`config.mk`:
```
export PLATFORM = sky130hd
export DESIGN_NAME = excl_monitor
export DESIGN_NICKNAME = d
export VERILOG_FILES = /design/src/rtl/exmon_pkg.sv /design/src/rtl/exmon_addr_fmt.sv /design/src/rtl/exmon_cmp.sv /design/src/rtl/exmon_resv.sv /design/src/rtl/excl_monitor.sv
export SDC_FILE = /design/constraint.sdc
export NUM_CORES = 1
export LEC_CHECK = 0
export BUFFER_PORTS_ARGS = -buffer_cell sky130_fd_sc_hd__clkbuf_2
export CAP_MARGIN = 20
export CORE_UTILIZATION = 45
export DETAILED_ROUTE_END_ITERATION = 10
export GPL_ROUTABILITY_DRIVEN = 1
export PLACE_DENSITY = 0.71
export SETUP_SLACK_MARGIN = 0.5
export SYNTH_ARGS = -nofsm -noshare
export SYNTH_HDL_FRONTEND = slang
export SYNTH_SLANG_ARGS = --single-unit
```
`constraint.sdc`:
```
create_clock -name clk -period 2.01 [get_ports clk]
set_input_delay 0.3015 -clock clk [delete_from_list [all_inputs] [get_ports clk]]
set_output_delay 0.3015 -clock clk [all_outputs]
set_load 0.05 [all_outputs]
```
`src/rtl/exmon_pkg.sv`:
```
package exmon_pkg;
  localparam int unsigned LO_W = 2;

  typedef struct packed {
    logic pass;
    logic fail;
  } stx_verdict_t;
endpackage

```
`src/rtl/exmon_addr_fmt.sv`:
```
module exmon_addr_fmt
  import exmon_pkg::*;
#(
  parameter int unsigned ADDR_W = 32
) (
  input  logic [ADDR_W-1:0] pa,
  input  logic [LO_W-1:0]   va_lo,
  output logic [ADDR_W-1:0] addr
);
  // Offset bits from the virtual side are merged into the aligned physical word.
  always_comb begin
    addr = {pa[ADDR_W-1:LO_W], pa[LO_W-1:0] | va_lo};
  end
endmodule

```
`src/rtl/exmon_cmp.sv`:
```
module exmon_cmp
  import exmon_pkg::*;
#(
  parameter int unsigned ADDR_W  = 32,
  parameter int unsigned CHUNK_W = 8
) (
  input  logic              stx,
  input  logic              armed,
  input  logic [ADDR_W-1:0] addr,
  input  logic [ADDR_W-1:0] tag,
  output stx_verdict_t      verdict
);
  localparam int unsigned N_CHUNK = (ADDR_W + CHUNK_W - 1) / CHUNK_W;

  logic [N_CHUNK-1:0] chunk_eq;
  logic               tag_hit;

  // Equality split into chunks so the reduction tree stays balanced.
  for (genvar g = 0; g < N_CHUNK; g++) begin : g_chunk
    localparam int unsigned LO = g * CHUNK_W;
    localparam int unsigned HI = (LO + CHUNK_W > ADDR_W) ? ADDR_W - 1 : LO + CHUNK_W - 1;
    assign chunk_eq[g] = (addr[HI:LO] == tag[HI:LO]);
  end

  always_comb begin
    tag_hit      = &chunk_eq;
    verdict.pass = stx & armed & tag_hit;
    verdict.fail = stx & ~(armed & tag_hit);
  end
endmodule

```
`src/rtl/exmon_resv.sv`:
```
module exmon_resv #(
  parameter int unsigned ADDR_W = 32
) (
  input  logic              clk,
  input  logic              rst_n,
  input  logic              clr,
  input  logic              ldx,
  input  logic              hit,
  input  logic [ADDR_W-1:0] addr,
  output logic [ADDR_W-1:0] tag_q,
  output logic              armed_q
);
  localparam logic [ADDR_W-1:0] EMPTY = '1;

  logic [ADDR_W-1:0] tag_d;
  logic              armed_d;
  logic              upd_en;

  // Priority: clear, then load, then the effect of a successful store.
  always_comb begin
    tag_d   = tag_q;
    armed_d = armed_q;
    upd_en  = clr | ldx | hit;
    if (clr) begin
      tag_d   = EMPTY;
      armed_d = 1'b0;
    end else if (ldx) begin
      tag_d   = addr;
      armed_d = 1'b1;
    end else if (hit) begin
      tag_d   = EMPTY;
      armed_d = 1'b0;
    end
  end

  always_ff @(posedge clk or negedge rst_n) begin
    if (!rst_n) begin
      tag_q   <= EMPTY;
      armed_q <= 1'b0;
    end else if (upd_en) begin
      tag_q   <= tag_d;
      armed_q <= armed_d;
    end
  end

  a_r10_empty_tag_when_idle: assert property (@(posedge clk) disable iff (!rst_n)
    !armed_q |-> (tag_q == EMPTY));

  a_r2_load_installs: assert property (@(posedge clk) disable iff (!rst_n)
    (ldx && !clr) |=> (armed_q && tag_q == $past(addr)));

  a_r4_hit_empties: assert property (@(posedge clk) disable iff (!rst_n)
    (hit && !ldx && !clr) |=> (!armed_q && tag_q == EMPTY));

  a_r7_clear_empties: assert property (@(posedge clk) disable iff (!rst_n)
    clr |=> !armed_q);
endmodule

```
`src/rtl/excl_monitor.sv`:
```
module excl_monitor
  import exmon_pkg::*;
#(
  parameter int unsigned ADDR_W  = 32,
  parameter int unsigned CHUNK_W = 8
) (
  input  logic              clk,
  input  logic              rst_n,
  input  logic              ldx_vld,
  input  logic              stx_vld,
  input  logic              excl_clr,
  input  logic [ADDR_W-1:0] acc_pa,
  input  logic [LO_W-1:0]   acc_va_lo,
  output logic              stx_status,
  output logic              stx_wr_en
);
  logic [ADDR_W-1:0] acc_addr;
  logic [ADDR_W-1:0] tag_q;
  logic              armed_q;
  stx_verdict_t      verdict;

  exmon_addr_fmt #(.ADDR_W(ADDR_W)) u_fmt (
    .pa    (acc_pa),
    .va_lo (acc_va_lo),
    .addr  (acc_addr)
  );

  exmon_cmp #(.ADDR_W(ADDR_W), .CHUNK_W(CHUNK_W)) u_cmp (
    .stx     (stx_vld),
    .armed   (armed_q),
    .addr    (acc_addr),
    .tag     (tag_q),
    .verdict (verdict)
  );

  exmon_resv #(.ADDR_W(ADDR_W)) u_resv (
    .clk     (clk),
    .rst_n   (rst_n),
    .clr     (excl_clr),
    .ldx     (ldx_vld),
    .hit     (verdict.pass),
    .addr    (acc_addr),
    .tag_q   (tag_q),
    .armed_q (armed_q)
  );

  assign stx_wr_en  = verdict.pass;
  assign stx_status = verdict.fail;

  a_r6_quiet_without_store: assert property (@(posedge clk) disable iff (!rst_n)
    !stx_vld |-> (!stx_wr_en && !stx_status));

  a_r3_write_needs_reservation: assert property (@(posedge clk) disable iff (!rst_n)
    stx_wr_en |-> (armed_q && tag_q == acc_addr));

  a_r5_one_verdict: assert property (@(posedge clk) disable iff (!rst_n)
    stx_vld |-> (stx_wr_en != stx_status));
endmodule

```
==> impl_metrics.py <==
metrics = {
    "sta": {
        "worstMarginPinSlew_ns": 0.613,
        "skew_ns": 0.00871,
        "fmax_mhz": 428,
        "hold_viol": 0,
        "final.period_utilization": 1.16,
        "drv_slew": 0,
        "rsz0062_at_grt": "true",
        "layout_min_cycle_time_ns": 2.34,
        "finalSetupViolations": 34,
        "finalWorstSetupSlack_ns": -0.328,
        "relSlewSlack": 0.591,
    },
    "place": {
        "gp_congestion": 0.723,
        "place_area_mm2": 0.00196,
        "dp_hpwl_um": 2370,
        "io_buffers": 40,
    },
    "finish": {
        "final_area_mm2": 0.00221,
        "num-fill-cells": 274,
        "antenna_cells": 0,
        "syn2layout_area_growth_pct": 32.9,
        "fin_nets": 221,
        "seqCellArea_um2": 866,
        "layout-drive-gt1-share": 0.727,
        "multi_input_area_um2": 812,
    },
    "power": {
        "ir_drop_mv": 0.470,
        "power.leakage_nw": 0.867,
        "power.density_mw_per_mm2": 738,
        "finalPower_w": 0.00163,
    },
    "setup_path": {
        "worstPathCellList": "xnor2_1, nand3_1, or4_4, nor2_4, a41oi_2, buf_8",
        "r2r_start": "u_resv.tag_q[11]",
        "path_class": "register to output pin",
        "rrSetupSlack_ns": -0.16,
        "required_ns": 1.71,
        "cp-end-kind": "output pin",
        "critPathLaunchType": "register",
        "crit_start": "u_resv.tag_q[11]",
        "critPathMaxFanout": 3,
        "slowest_delay_ns": 0.59,
        "critPathArrivalTime_ns": 2.04,
        "regToRegEndpoint": "u_resv.tag_q[3]",
        "crit_end": "stx_status",
        "crit_path_top_delay_cell": "or4_4",
        "r2r_cells": 8,
    },
    "synth": {
        "ys_ff_latch": 33,
        "seq_area_frac_synth": 0.521,
        "syn-num-nets": 166,
        "syn_area_mm2": 0.00166,
        "synthCells": 127,
        "yosysWarnings": 0,
        "synth_cell_types": 21,
        "avgSynthCellArea_um2": 13.1,
    },
    "cts": {
        "worstSkewPairLatency_ns": 0.28,
        "cts-root-buf": "clkbuf_8",
        "cts_tree": "done",
        "h-tree-depth": 2,
        "cts_made_buffers": 5,
        "clockBufferDepth": 2,
        "clkSlewWorstSetupHoldPaths_ns": 0.07,
        "clock_sinks": 33,
    },
    "detailed_routing": {
        "ant_nets": 0,
        "vias": 1212,
        "routed_wl_um": 3430,
        "via_per_inst": 5.29,
        "drc": 0,
        "wire_per_inst_um": 15.0,
        "drt_iter0_markers": 36,
        "drt_pre_antenna_iters": 4,
    },
    "global_routing": {
        "grt_pass1_wl_um": 5800,
        "antenna_found_initial": 0,
        "grt_pass1_vias": 1308,
        "grt_max_degree": 25,
        "grt_usage": 0.195,
        "overflow": 0,
    },
    "floorplan": {
        "die_y_um": 62.7,
        "initial_core_util": 0.482,
        "core_area_mm2": 0.00344,
        "rows": 21,
        "boundaryPins": 41,
        "die_x_um": 62.7,
        "dieArea_mm2": 0.00394,
    },
    "outcome": {
        "status": "finished, violations left",
        "failed_checks": "negative setup slack",
    },
    "hold_path": {
        "min_path_type": "input pin to asynchronous set/reset pin",
    },
    "run": {
        "cap_violations": 0,
    },
}
-- registers in the layout, summed over array words and instances, names as in the netlist --
register        count
u_resv.tag_q       32
u_resv.armed_q      1
-- worst min path at each step --
stage / end / slack [ns] / start
floorplan: u_resv.armed_q / 0.006 / rst_n
global placement: u_resv.armed_q / 0.31 / rst_n
detailed placement: u_resv.armed_q / 0.33 / rst_n
CTS: u_resv.armed_q / 0.02 / rst_n
global route: u_resv.armed_q / 0.04 / rst_n
finish: u_resv.armed_q / 0.01 / rst_n
-- where the power goes --
part           switching, W  leakage (nW)  total [W]  internal (W)
combinational      0.000116         0.458   0.000239      0.000123
clock              0.000229        0.0585   0.000633      0.000404
sequential        0.0000266         0.350   0.000757      0.000730
total              0.000372         0.867    0.00163       0.00126
-- cell type report --
class	count	share of cell area
multi-input cells	86	0.368
repair buffers	54	0.158
flip-flops and latches	33	0.392
inverters	2	0.00340
clock inverters	1	0.0136
clock buffers	7	0.0391
well taps	46	0.0261
-- metrics by stage --
step                utilization  setup TNS, ns  hold WS, ns  std cells  setup WS [ns]
floorplan                     -        -0.0709      0.00591        127        -0.0670
finish                    0.641          -5.36      0.00954        229         -0.328
global placement          0.569          -2.03        0.311        215        -0.0702
detailed placement        0.569          -3.18        0.325        215         -0.112
CTS                       0.625          -4.95       0.0185        227         -0.351
global route              0.641          -8.05       0.0420        229         -0.423
-- placed cells by master, fill, tap and decap left out, types with 2 or more instances in the layout --
cell type and instances:
o32a_2 2, buf_4 8, buf_6 6, o22a_2 27, o22a_1 3, nor4_1 2
nor4_2 3, nor2_1 5, clkbuf_2 38, o31ai_4 2, clkbuf_8 6, xor2_1 24
xnor2_1 7, nand4_1 3, inv_1 2, dfstp_2 32, buf_8 2
-- layer usage --
metal  share of wire  track usage  wire length [um]
met2            0.55        0.353              1880
met4           0.011       0.0698                36
met1            0.41        0.218              1390
met5               0            0                 0
met3           0.036       0.0529               122
-- critical path: cells and delay by family, from the launching register on --
| kind | cells | cell delay [ns] |
|---|---|---|
| AO/OA/AOI/OAI | 1 | 0.12 |
| XOR/XNOR | 1 | 0.11 |
| buffers and inverters | 1 | 0.18 |
| flip-flops | 1 | 0.54 |
| AND/OR/NAND/NOR | 3 | 0.81 |
-- what timing repair did --
action / 4_1_cts / 5_1_grt
resized for setup: 14 / 8
endpoints found under the setup margin: 35 / 35
hold buffers: 0 / 0
setup buffers: 2 / 2
pin swaps: 1 / 6
cloned: 2 / 0
-- synthesized netlist by cell type --
library cell	number	area (um^2)
nand2b_1	1	6.26
o32a_2	2	22.5
clkbuf_1	3	11.3
dfrtp_1	1	25.0
dfstp_2	32	841
a21oi_1	1	5.00
nand3_1	1	5.00
inv_1	2	7.51
nor2_1	6	22.5
nand4_1	3	18.8
nor3_1	1	5.00
xor2_1	24	210
or4_4	1	11.3
o31ai_1	1	7.51
a41oi_1	1	8.76
o22a_1	3	26.3
nor4_1	5	31.3
o31ai_4	1	21.3
o22a_2	27	270
buf_6	3	33.8
xnor2_1	8	70.1
-- kinds of logic (layout without fill, tap and decap cells) --
family,Yosys count,after routing,share of synthesized area
AOI/OAI and AO/OA,36,36,0.218
and+or+nand+nor,18,18,0.0603
DFF,33,33,0.521
xor gates and xnor gates,32,32,0.169
buffers and inverters,8,64,0.0317
No activity file was read; power rests on OpenSTA's default activity.
